===== src/rtl/gpio_irq_pkg.sv =====
package gpio_irq_pkg;

  typedef enum logic [2:0] {
    REG_ROUTE    = 3'd0,
    REG_ENABLE   = 3'd1,
    REG_LEVEL    = 3'd2,
    REG_POLARITY = 3'd3,
    REG_STATUS   = 3'd4
  } reg_sel_e;

  typedef enum logic [1:0] {
    OP_WRITE = 2'd0,
    OP_SET   = 2'd1,
    OP_CLEAR = 2'd2,
    OP_NONE  = 2'd3
  } wr_op_e;

  // bit 0 selects level detection, bit 1 selects high/rising
  typedef enum logic [1:0] {
    TRIG_FALL = 2'd0,
    TRIG_LOW  = 2'd1,
    TRIG_RISE = 2'd2,
    TRIG_HIGH = 2'd3
  } trig_e;

  localparam int NUM_CTRL = 4;

  // next value of one register bit under a write alias
  function automatic logic alias_bit(logic cur, logic din, wr_op_e op);
    logic nxt;
    case (op)
      OP_WRITE: nxt = din;
      OP_SET:   nxt = cur | din;
      OP_CLEAR: nxt = cur & ~din;
      default:  nxt = cur;
    endcase
    return nxt;
  endfunction

  // whether a pin sample pair matches a trigger mode
  function automatic logic trig_hit(trig_e code, logic now, logic prev);
    logic hit;
    case (code)
      TRIG_FALL: hit = prev & ~now;
      TRIG_LOW:  hit = ~now;
      TRIG_RISE: hit = ~prev & now;
      default:   hit = now;
    endcase
    return hit;
  endfunction

endpackage


===== src/rtl/gpio_irq_regs.sv =====
module gpio_irq_regs
  import gpio_irq_pkg::*;
#(
  parameter int WIDTH = 32
) (
  input  logic             clk,
  input  logic             rst_n,
  input  logic             wr_en_i,
  input  logic [2:0]       wr_reg_i,
  input  logic [1:0]       wr_op_i,
  input  logic [WIDTH-1:0] wr_data_i,
  output logic [WIDTH-1:0] route_o,
  output logic [WIDTH-1:0] enable_o,
  output logic [WIDTH-1:0] level_o,
  output logic [WIDTH-1:0] polar_o,
  output logic [WIDTH-1:0] clr_mask_o
);

  reg_sel_e sel;
  wr_op_e   op;
  logic [NUM_CTRL-1:0]    hit_reg;
  logic [WIDTH-1:0]       ctrl_q [NUM_CTRL];

  assign sel = reg_sel_e'(wr_reg_i);
  assign op  = wr_op_e'(wr_op_i);

  genvar r, b;
  generate
    for (r = 0; r < NUM_CTRL; r++) begin : g_reg
      assign hit_reg[r] = wr_en_i && (wr_reg_i == 3'(r));
      for (b = 0; b < WIDTH; b++) begin : g_bit
        always_ff @(posedge clk or negedge rst_n) begin
          if (!rst_n)
            ctrl_q[r][b] <= 1'b0;
          else if (hit_reg[r])
            ctrl_q[r][b] <= alias_bit(ctrl_q[r][b], wr_data_i[b], op);
        end
      end
    end
  endgenerate

  assign route_o  = ctrl_q[REG_ROUTE];
  assign enable_o = ctrl_q[REG_ENABLE];
  assign level_o  = ctrl_q[REG_LEVEL];
  assign polar_o  = ctrl_q[REG_POLARITY];

  // status is changed by software only through the clear alias
  always_comb begin
    clr_mask_o = '0;
    if (wr_en_i && sel == REG_STATUS && op == OP_CLEAR)
      clr_mask_o = wr_data_i;
  end

  // reserved alias leaves every control register untouched
  a_r9_none_alias_keeps: assert property (@(posedge clk) disable iff (!rst_n)
    (wr_en_i && op == OP_NONE) |=>
      ($stable(route_o) && $stable(enable_o) && $stable(level_o) && $stable(polar_o)));

endmodule


===== src/rtl/gpio_irq_pin.sv =====
module gpio_irq_pin
  import gpio_irq_pkg::*;
(
  input  logic clk,
  input  logic rst_n,
  input  logic pin_i,
  input  logic level_sel_i,
  input  logic polar_i,
  input  logic route_i,
  output logic set_o
);

  logic  pin_q;
  trig_e code;
  logic  hit;

  // previous sample for edge comparison
  always_ff @(posedge clk or negedge rst_n) begin
    if (!rst_n) pin_q <= 1'b0;
    else        pin_q <= pin_i;
  end

  assign code  = trig_e'({polar_i, level_sel_i});
  assign hit   = trig_hit(code, pin_i, pin_q);
  assign set_o = route_i & hit;

endmodule


===== src/rtl/gpio_irq_status.sv =====
module gpio_irq_status #(
  parameter int WIDTH = 32
) (
  input  logic             clk,
  input  logic             rst_n,
  input  logic [WIDTH-1:0] set_mask_i,
  input  logic [WIDTH-1:0] clr_mask_i,
  input  logic [WIDTH-1:0] enable_i,
  input  logic [WIDTH-1:0] route_i,
  output logic [WIDTH-1:0] status_o,
  output logic             irq_o
);

  logic [WIDTH-1:0] status_q;
  logic [WIDTH-1:0] status_d;
  logic [WIDTH-1:0] pending;

  // set after clear: an event in the clearing cycle survives
  assign status_d = (status_q & ~clr_mask_i) | set_mask_i;

  always_ff @(posedge clk or negedge rst_n) begin
    if (!rst_n) status_q <= '0;
    else        status_q <= status_d;
  end

  assign pending  = status_q & enable_i;
  assign irq_o    = |pending;
  assign status_o = status_q;

  // a status bit falls only where a clear was written
  a_r8_fall_needs_clear: assert property (@(posedge clk) disable iff (!rst_n)
    ((~status_q & $past(status_q) & ~$past(clr_mask_i)) == '0));

  // every requested set lands, even against a clear
  a_r10_set_wins: assert property (@(posedge clk) disable iff (!rst_n)
    (set_mask_i != '0) |=> ((status_q & $past(set_mask_i)) == $past(set_mask_i)));

  // a status bit only rises on a routed pin
  a_r6_rise_needs_route: assert property (@(posedge clk) disable iff (!rst_n)
    ((status_q & ~$past(status_q) & ~$past(route_i)) == '0));

  // no interrupt without some latched status
  a_r7_irq_needs_status: assert property (@(posedge clk) disable iff (!rst_n)
    irq_o |-> (status_q != '0));

endmodule


===== src/rtl/gpio_irq_detect.sv =====
module gpio_irq_detect #(
  parameter int WIDTH = 32
) (
  input  logic             clk,
  input  logic             rst_n,
  input  logic [WIDTH-1:0] pin_i,
  input  logic             wr_en_i,
  input  logic [2:0]       wr_reg_i,
  input  logic [1:0]       wr_op_i,
  input  logic [WIDTH-1:0] wr_data_i,
  output logic [WIDTH-1:0] status_o,
  output logic             irq_o
);

  logic [WIDTH-1:0] route;
  logic [WIDTH-1:0] enable;
  logic [WIDTH-1:0] level_sel;
  logic [WIDTH-1:0] polar;
  logic [WIDTH-1:0] clr_mask;
  logic [WIDTH-1:0] set_mask;

  gpio_irq_regs #(.WIDTH(WIDTH)) u_regs (
    .clk        (clk),
    .rst_n      (rst_n),
    .wr_en_i    (wr_en_i),
    .wr_reg_i   (wr_reg_i),
    .wr_op_i    (wr_op_i),
    .wr_data_i  (wr_data_i),
    .route_o    (route),
    .enable_o   (enable),
    .level_o    (level_sel),
    .polar_o    (polar),
    .clr_mask_o (clr_mask)
  );

  genvar p;
  generate
    for (p = 0; p < WIDTH; p++) begin : g_pin
      gpio_irq_pin u_pin (
        .clk         (clk),
        .rst_n       (rst_n),
        .pin_i       (pin_i[p]),
        .level_sel_i (level_sel[p]),
        .polar_i     (polar[p]),
        .route_i     (route[p]),
        .set_o       (set_mask[p])
      );
    end
  endgenerate

  gpio_irq_status #(.WIDTH(WIDTH)) u_status (
    .clk        (clk),
    .rst_n      (rst_n),
    .set_mask_i (set_mask),
    .clr_mask_i (clr_mask),
    .enable_i   (enable),
    .route_i    (route),
    .status_o   (status_o),
    .irq_o      (irq_o)
  );

  // nothing pending while held in reset
  a_r1_quiet_in_reset: assert property (@(posedge clk)
    !rst_n |=> (status_o == '0 && !irq_o));

endmodule


===== config.mk =====
export PLATFORM = sky130hd
export DESIGN_NAME = gpio_irq_detect
export DESIGN_NICKNAME = d
export VERILOG_FILES = /design/src/rtl/gpio_irq_pkg.sv /design/src/rtl/gpio_irq_regs.sv /design/src/rtl/gpio_irq_pin.sv /design/src/rtl/gpio_irq_status.sv /design/src/rtl/gpio_irq_detect.sv
export SDC_FILE = /design/constraint.sdc
export NUM_CORES = 1
export LEC_CHECK = 0
export ABC_AREA = 0
export BUFFER_PORTS_ARGS = -buffer_cell sky130_fd_sc_hd__buf_2
export CORE_MARGIN = 5
export CORE_UTILIZATION = 40
export DETAILED_ROUTE_END_ITERATION = 6
export GPL_ROUTABILITY_DRIVEN = 0
export HOLD_SLACK_MARGIN = 0.05
export SLEW_MARGIN = 25
export SYNTH_ARGS = -nofsm -noshare
export SYNTH_HDL_FRONTEND = slang
export SYNTH_SLANG_ARGS = --single-unit
export TNS_END_PERCENT = 30

===== constraint.sdc =====
create_clock -name clk -period 2.7 [get_ports clk]
set_input_delay 0.27 -clock clk [delete_from_list [all_inputs] [get_ports clk]]
set_output_delay 0.27 -clock clk [all_outputs]
set_load 0.1 [all_outputs]

; Word level (Yosys, flattened, before mapping)
; Cells that the tools add are included.
; Widths: inputs -> output; s select.
[totals]
out_inout_bits = 33
regBits = 192
[classes]
bitwise = 452
n_reduce_logical = 46
muxes = 161
n_eq_ne = 70
[ops]
columns = cell, n
row1 = $pmux 1 s3, 160
row2 = $and 1x1->1, 224
row3 = $or 1x1->1, 128
row4 = $not 1->1, 96
row5 = $eq 2x1->1 const B, 33
row6 = $eq 2x2->1 const B, 33
row7 = $logic_not 2->1, 33
row8 = $and 32x32->32, 2
row9 = $mux 32, 1
row10 = $not 32->32, 1
row11 = $or 32x32->32, 1
row12 = $reduce_or 32->1, 1
row13 = $reduce_and 2->1, 4
row14 = $eq 3x2->1 const B, 2
row15 = $logic_and 1x1->1, 6
row16 = $eq 3x1->1 const B, 1
row17 = $eq 3x3->1 const B, 1
row18 = $logic_not 3->1, 1
row19 = $reduce_bool 3->1, 1

; Depth between registers and ports, before layout
; Gate-level depths: netlist (run 1).
[depth]
ltp_word = 7
mapped_depth = 7

; By module
; From an unflattened synthesis (run 1), not the netlist that was laid out.
[unflattened]
hier_cells = 799
hier_area_um2 = 9075.0
[by_module_without_submodules]
columns = mod, instances, area_each_um2, cells_each, seq_area_each_um2
row1 = gpio_irq_regs, 1, 6068.3, 554, 3203.1
row2 = gpio_irq_pin, 32, 52.6, 4, 25.0
row3 = gpio_irq_status, 1, 1325.0, 117, 800.8

; Worst setup path before layout (run 1)
; No wires, ideal clock.
[synth_path]
kind = flip-flop to output port
start = register u_status.status_q[23] (netlist: u_status.status_o[23])
end = output port irq_o
stages_incl_launch_ff = 4
setup_slack_ps = 326
t_arrival_ps = 2104
path_buffers = 0
path_cell_list = dfrtp_1 > a22oi_1 > nand4_1 > or4_1
[synth_between]
elab_chain_len = 2
[synth_lines]
columns = item, line
row1 = start: declaration, gpio_irq_status.sv:14  ; logic [WIDTH-1:0] status_q;
row2 = start signal: assignment, gpio_irq_status.sv:23  ; else status_q <= status_d;
row3 = $and 32x32->32, gpio_irq_status.sv:26  ; assign pending = status_q & enable_i;
row4 = $reduce_or 32->1, gpio_irq_status.sv:27  ; assign irq_o = |pending;
row5 = end: declaration, gpio_irq_detect.sv:12  ; output logic irq_o
; Every way passes these cells.

; Worst setup path in the final report (run 1)
[layout_path]
start = register u_status.status_q[30] (netlist: u_status.status_o[30])
end = output port irq_o
; The elaborated chain is that of the path after synthesis.

==> results of run 1 <==
-- how the worst min path moves through the flow --
stage                   from                        endpoint  depth (start not counted)
6_report       wr_data_i[10]  u_regs.level_o[10]$_DFFE_PN0P_                          3
5_1_grt        wr_data_i[13]  u_regs.route_o[13]$_DFFE_PN0P_                          3
4_1_cts        wr_data_i[13]  u_regs.route_o[13]$_DFFE_PN0P_                          3
3_5_place_dp           rst_n  u_regs.route_o[25]$_DFFE_PN0P_                          1
3_3_place_gp           rst_n  u_status.status_o[0]$_DFF_PN0_                          1
2_1_floorplan          rst_n  g_pin[0].u_pin.pin_q$_DFF_PN0_                          0
-- state kept, by name, summed over array words and instances, names as in the netlist --
name               count
u_regs.route_o        32
u_regs.polar_o        32
u_regs.enable_o       32
u_regs.level_o        32
u_status.status_o     32
g_pin.u_pin.pin_q     32
-- final cells by class --
type	instances	area [um2]	share of cell area, %
multi-input combinational	547	3340	32.8
timing repair buffer	162	1100	10.8
tap	275	344	3.38
inverter	3	11.3	0.111
sequential	192	4800	47.2
clock inverter	14	153	1.50
clock buffer	18	429	4.22
-- kinds of logic after synthesis --
logic type	after synthesis	share of synthesized area, %
AO/OA/AOI/OAI	401	29.4
adder cells (fa/ha/maj)	3	0.443
buffers and inverters	65	4.09
flip-flops	192	56.7
AND/OR/NAND/NOR	143	9.32
-- power groups by stage --
stage,registers [uW],logic (uW),clock network (uW)
after floorplan,4370,988,0
after global placement,4000,1990,0
after detailed placement,4010,2020,0
after CTS,3960,2060,2600
after global routing,4040,2230,2720
final,3970,2050,2570
-- what timing repair did --
| action | CTS | global route |
|---|---|---|
| endpoints found under the hold margin | 79 | 0 |
| hold buffers | 33 | 0 |
| setup endpoints to repair | 0 | 0 |
-- worst reg2reg max path: stages, from the launching register on --
cell and delay (ps):
sky130_fd_sc_hd__dfrtp_1 410, sky130_fd_sc_hd__o21bai_1 150, sky130_fd_sc_hd__o22ai_1 120, sky130_fd_sc_hd__a22o_1 240
-- layout by cell type (no fill, tap or decap), types with 2 or more instances in the layout --
master	n
sky130_fd_sc_hd__inv_6	7
sky130_fd_sc_hd__a22oi_1	16
sky130_fd_sc_hd__o21bai_1	32
sky130_fd_sc_hd__clkinv_2	3
sky130_fd_sc_hd__dlygate4sd3_1	33
sky130_fd_sc_hd__a21oi_1	128
sky130_fd_sc_hd__inv_1	2
sky130_fd_sc_hd__bufinv_16	2
sky130_fd_sc_hd__nand2_1	32
sky130_fd_sc_hd__and2_1	4
sky130_fd_sc_hd__ha_1	3
sky130_fd_sc_hd__o22ai_1	63
sky130_fd_sc_hd__nand3_1	32
sky130_fd_sc_hd__nor2b_1	63
sky130_fd_sc_hd__buf_12	4
sky130_fd_sc_hd__buf_4	21
sky130_fd_sc_hd__a31oi_1	128
sky130_fd_sc_hd__dfrtp_1	192
sky130_fd_sc_hd__a22o_1	32
sky130_fd_sc_hd__clkbuf_16	17
sky130_fd_sc_hd__nand4_1	4
sky130_fd_sc_hd__buf_2	103
-- per-layer routing --
layer	part of all wire [%]	wire, um	up-vias
met2	47	12300	229
met4	1.5	390	2
met1	46	11900	3686
met3	5.9	1550	27
li1	-	-	3337
met5	0.027	7	-
-- stage by stage --
stage / hold slack [ps] / power, uW
after floorplan: -25.6 / 5360
after global placement: 263 / 5990
after detailed placement: 263 / 6030
after CTS: 165 / 8620
after global routing: 173 / 9000
final: 175 / 8590
==> implementation parameters, run 1 <==
Parameter                              Value

Route
  Remaining number of nets flagged by the antenna check after routing ... 0
  Drt drc ... 0
  Average wire length per cell after detail routing ... about 22 um
  Routed via count ... 7,281
  Initial DRC count ... 629
  Wirelength, routed ... ~26,000 um
  Number of iterations in the first detailed-routing pass ... 5
  Vias/cell ... 6.01

CTS
  Clock buffers created by TritonCTS ... 17
  Number of clock sinks seen by CTS ... 192
  Clk Tree Root Cell ... sky130_fd_sc_hd__clkbuf_16
  H-Tree Level Count ... 4
  Clock Latency Late Sink ... 450 ps
  CTS tree ... done
  Worst-path clk slew ... 80 ps
  Setup bufs post-CTS ... 0
  Maximum root-to-sink buffer count ... 2
  Number of cells upsized or downsized after cts ... 0

Global routing
  GR Util met1 ... a little under a third
  Gr busiest metal ... met2
  Overflow left after global routing ... 0
  Number of global-route vias before repair ... 6,981
  First-pass GRT wire length ... 41,200 um
  Initial antenna violation count ... 1
  GRT Resource Usage Total ... 21.6%
  Met3 GRT Util ... 4.90%
  Pin count of the biggest net entering global routing ... 71
  Met2 global-route usage ... between 30% and 40%

Power and ir drop
  Static Leakage ... 0.00430 uW
  Sw Ratio ... between 30% and 40%
  Sequential share of power ... between 40% and 50%
  Combinational group share of total power ... 23.9%
  Power spent charging and discharging nets ... 3040 uW
  Clk network pwr share ... 29.9%
  Int Power ... 5560 uW
  Power density over cell area ... ~840 nW/um2
  VDD IR-drop max ... ~0.4 mV

Finish
  Layout Area Growth over Synthesis ... 20.2%
  Cell area after layout ... 10,200 um2
  Antenna cell count ... 0
  Utilization after layout ... 48.6%
  Fraction of final layout cells sized beyond drive strength 1 ... ~18%
  Nets@finish ... 998
  Fillers ... ~2,000
  Post-route insts no fill ... between 1,000 and 1,500

STA
  Sum of negative setup slack ... 0 ps
  Final period util ... 93.5%
  Tightest Pin Transition ... 791 ps
  Worst clock skew ... 8.22 ps
  Worst relative slew slack ... 47.3%
  Number of hold-slack violations in the final timing report ... 0
  Finish-stage setup viols ... 0
  Unrepaired setup endpoints after global routing ... no
  Number of slew-limit violations in the final report ... 0
  Minimum clock period ... 2520 ps
  Max Fclk ... slightly below 400 MHz
  Crit path setup slack, layout ... 175 ps

Critical path
  Critical Path Sink ... irq_o
  Element type at the critical path end ... output pin
  Start-to-end type of the worst setup path ... flop to output pin
  Worst r2r src ... u_regs.level_o[4]$_DFFE_PN0P_
  Cell family with the largest share of critical-path delay ... simple AND/OR/NAND/NOR gates
  Setup crit start kind ... flop
  Maximum net fanout on the critical path ... 3
  Setup slack of the worst register-to-register path ... 1660 ps
  Buffering stage count on the worst path with inverters included ... 1
  Beginning of the critical path ... u_status.status_o[30]$_DFF_PN0_
  Depth of the critical timing path with buffers and inverters included ... 4
  Reg-to-reg critical path endpoint ... u_status.status_o[4]$_DFF_PN0_
  Required arrival time at the worst endpoint ... ~2400 ps
  Critical path, cell by cell ... a22oi_1, nand4_1, or4_1, buf_2
  Slowest-stage cell, CP ... sky130_fd_sc_hd__or4_1
  Arrival @ worst endpoint ... 2250 ps
  Slowest stage delay, CP ... 590 ps
  Worst-case reg-to-reg path depth ... 3

Synthesis
  Share of the yosys chip area belonging to registers ... 56.7%
  Most area-hungry cell type in the Yosys netlist ... sky130_fd_sc_hd__dfrtp_1
  Yosys warnings ... 0
  Share of the synthesized area in the top cell type ... 56.7%
  EDFF count, synth ... 0
  Leading post-synthesis cells by instance count ... sky130_fd_sc_hd__dfrtp_1 (192), sky130_fd_sc_hd__a21oi_1 (128), sky130_fd_sc_hd__a31oi_1 (128), sky130_fd_sc_hd__nor2b_1 (64), sky130_fd_sc_hd__o22ai_1 (63)
  Most used standard cell by instance count after synthesis ... sky130_fd_sc_hd__dfrtp_1
  Synthesized instance count ... roughly 800
  Mapped cell area ... 8470 um2
  Number of register bits inferred by synthesis ... 192
  Nets in the synthesized netlist ... 879
  Average cell area after synthesis ... about 11 um2
  Largest cells by area after synthesis ... sky130_fd_sc_hd__dfrtp_1 (57%), sky130_fd_sc_hd__a31oi_1 (9.5%), sky130_fd_sc_hd__a21oi_1 (7.6%), sky130_fd_sc_hd__nor2b_1 (4.7%), sky130_fd_sc_hd__o22ai_1 (4.7%)
  Number of distinct library cells after synthesis ... 26
  Share of async-settable or async-resettable flops after synthesis ... between 90% and 100%
  Main synth FF type ... sky130_fd_sc_hd__dfrtp_1

Hold path
  Worst hold path type ... primary input to flop

Run
  Max-cap check violation count ... 0

Placement
  Detailed-placement wirelength estimate ... 16,900 um
  Placement Cell Area ... 9270 um2
  Post-placement cell count ... about 1,100
  Setup WS pre-CTS ... 654 ps
  Port Buf Inserts ... between 100 and 150

Run status
  Result of the run ... finished, final reports clean

Floorplan
  Initial core utilization ... just over 40%
  IO Pins ... 105
  Die W ... 156 um
  Core Footprint ... around 21,000 um2
  Floorplan die area ... 24,200 um2
  Chip height ... 156 um
  Num rows ... 53
Power figures use the tool's default switching activity.
==> run 2, diff against run 1 <==
Clock period 2.7 ns to 3.2 ns, I/O delays scaled along.
==> run 2 against run 1 <==
Sequential share of layout area barely moved. Hold slack improved by 62 ps. Total power fell by 15%. Clock power fell by 12%. Non-clock buffer count fell by 1. Clock skew fell by 2.2 ps. Core utilization barely moved. Register-to-register slack improved by 510 ps. First-iteration DRC count rose by 14%. Cell count barely moved. Count of clock-buffer cells in the layout rose by 1. Design area barely moved. Critical endpoint unchanged.
==> implementation parameters, run 2 (synthesis results as in run 1) <==
Parameter                              Value

Critical path
  Maximum net fanout on the critical path ... 3 (unchanged)
  Arrival @ worst endpoint ... 2220 ps (-30 ps)
  Slowest-stage cell, CP ... sky130_fd_sc_hd__or4_1
  Required arrival time at the worst endpoint ... 2880 ps (+450 ps)
  Start-to-end type of the worst setup path ... flop to output pin
  Slowest stage delay, CP ... 580 ps (about the same)
  Element type at the critical path end ... output pin
  Buffering stage count on the worst path with inverters included ... 1 (unchanged)
  Setup crit start kind ... flop
  Critical path, cell by cell ... a22oi_1, nand4_1, or4_1, buf_2
  Cell family with the largest share of critical-path delay ... simple AND/OR/NAND/NOR gates

STA
  Finish-stage setup viols ... 0 (unchanged)
  Max Fclk ... 394 MHz
  Final hold slack ... 237 ps (+61.9 ps)
  Worst relative slew slack ... 47.8% (+0.49 points)
  Sum of negative setup slack ... 0 ps (unchanged)
  Unrepaired setup endpoints after global routing ... no
  Minimum clock period ... 2540 ps
  Tightest Pin Transition ... 784 ps (-7.40 ps)
  Number of hold-slack violations in the final timing report ... 0 (unchanged)
  Number of slew-limit violations in the final report ... 0 (unchanged)
  Worst clock skew ... 6.06 ps (-2.16 ps)
  Final period util ... about four fifths

Floorplan
  Floorplan die area ... 24,200 um2 (unchanged)
  Chip height ... 156 um (unchanged)
  Die W ... 156 um (unchanged)
  Initial core utilization ... 40.4% (unchanged)
  IO Pins ... 105 (unchanged)
  Num rows ... 53 (unchanged)
  Core Footprint ... 21,000 um2 (unchanged)

Finish
  Cell area after layout ... 10,200 um2 (about the same)
  Fillers ... 1,984 (+1.5%)
  Nets@finish ... 997 (-0.10%)
  Layout Area Growth over Synthesis ... 20.1% (about the same)
  Fraction of final layout cells sized beyond drive strength 1 ... 17.4% (-0.30 points)
  Commonest non-fill, non-tap cell in the layout ... sky130_fd_sc_hd__dfrtp_1
  Antenna cell count ... 0 (unchanged)
  Highest-count cells in the layout ignoring fill and taps ... sky130_fd_sc_hd__dfrtp_1 (192), sky130_fd_sc_hd__a31oi_1 (128), sky130_fd_sc_hd__a21oi_1 (128)
  Post-route insts no fill ... 1,210 (-0.083%)

Power and ir drop
  VDD IR-drop max ... 0.340 mV (-15%)
  Post-layout total power ... 7340 uW (-15%)
  Power density over cell area ... 722 nW/um2 (-15%)
  Static Leakage ... 0.00429 uW (-0.17%)

CTS
  CTS tree ... done
  Clock Latency Late Sink ... 430 ps (-20 ps)
  Clock buffers created by TritonCTS ... 17 (unchanged)
  Clk Tree Root Cell ... sky130_fd_sc_hd__clkbuf_16
  Maximum root-to-sink buffer count ... 2 (unchanged)
  H-Tree Level Count ... 4 (unchanged)
  Number of clock sinks seen by CTS ... 192 (unchanged)
  Worst-path clk slew ... 70 ps (about the same)

Route
  Wirelength, routed ... 26,000 um (-0.62%)
  Initial DRC count ... 714 (+14%)
  Remaining number of nets flagged by the antenna check after routing ... 0 (unchanged)
  Vias/cell ... 6.00 (-0.16%)
  Average wire length per cell after detail routing ... 21.5 um (-0.54%)
  Number of iterations in the first detailed-routing pass ... 5 (unchanged)
  Routed via count ... 7,263 (-0.25%)
  Drt drc ... 0 (unchanged)

Global routing
  Number of global-route vias before repair ... 7,073 (+1.3%)
  Overflow left after global routing ... 0 (unchanged)
  Initial antenna violation count ... 2 (+1)
  First-pass GRT wire length ... 41,200 um (+0.15%)
  GRT Resource Usage Total ... 21.7% (+0.063 points)
  Pin count of the biggest net entering global routing ... 86 (+21%)

Hold path
  Worst hold path type ... primary input to flop

Run
  Max-cap check violation count ... 0 (unchanged)

Placement
  Port Buf Inserts ... 104 (unchanged)
  Detailed-placement wirelength estimate ... 16,800 um (-0.44%)
  Post-placement cell count ... 1,145 (-0.087%)
  Placement Cell Area ... 9220 um2 (-0.49%)

Run status
  Result of the run ... finished, final reports clean
## run 2: cell count changes in the layout (fill, tap and decap cells not counted), moves of 2 or more
cell | previous run | this run
sky130_fd_sc_hd__bufinv_16 | 2 | 4
sky130_fd_sc_hd__buf_4 | 21 | 23
sky130_fd_sc_hd__buf_12 | 4 | 1
sky130_fd_sc_hd__clkinv_4 | 1 | 3
sky130_fd_sc_hd__inv_6 | 7 | 1
sky130_fd_sc_hd__clkinvlp_4 | 1 | 3
## run 2: path summary, 6_finish.rpt
kind / start / endpoint / slack, ps / cells after the start
setup / recovery: u_status.status_o[30]$_DFF_PN0_ / irq_o / 660 / 4
hold / removal: wr_data_i[30] / u_status.status_o[30]$_DFF_PN0_ / 240 / 3
setup reg to reg: u_regs.level_o[31]$_DFFE_PN0P_ / u_status.status_o[31]$_DFF_PN0_ / 2170 / 3
hold reg to reg: u_regs.route_o[0]$_DFFE_PN0P_ / u_status.status_o[0]$_DFF_PN0_ / 500 / 1
max in group asynchronous: rst_n / g_pin[15].u_pin.pin_q$_DFF_PN0_ / 1670 / 3
min in group asynchronous: rst_n / u_regs.route_o[0]$_DFFE_PN0P_ / 510 / 2
## run 2: area by class of cell
type / count / area [um2] / share of cell area, %
multi-input cells: 547 / 3340 / 32.8
well taps: 275 / 344 / 3.38
repair buffers: 161 / 1050 / 10.3
flip-flops and latches: 192 / 4800 / 47.2
inverters: 3 / 11.3 / 0.111
clock inverters: 13 / 188 / 1.85
clock buffers: 19 / 433 / 4.26
## run 2: per-stage QoR
stage,setup WS [ps],utilization (%)
floorplan,776,-
global placement,1080,44.0
detailed placement,1050,44.0
CTS,670,48.5
global route,571,48.5
finish,662,48.5
## run 2: power by group
part | internal [uW] | leakage [uW] | switching [uW]
combinational | 577 | 0.00179 | 1140
sequential | 2940 | 0.00221 | 419
clock | 1310 | 0.000294 | 954
## run 2: repair_timing
item	4_1_cts	5_1_grt
hold buffers	33	0
resized for setup	0	0
setup buffers	0	0
endpoints found under the hold margin	115	0
## run 2: worst reg2reg max path: stages (launching register included)
cell and delay (ps):
sky130_fd_sc_hd__dfrtp_1 390, sky130_fd_sc_hd__o21bai_1 170, sky130_fd_sc_hd__o22ai_1 120, sky130_fd_sc_hd__a22o_1 240
## run 2: metal layers
metal  up-vias  wire length [um]  track usage (%)
li1       3325                 -                -
met2       214             12200             33.1
met4         4               481             6.34
met5         -                14                0
met3        35              1290             3.39
met1      3685             12100             32.2
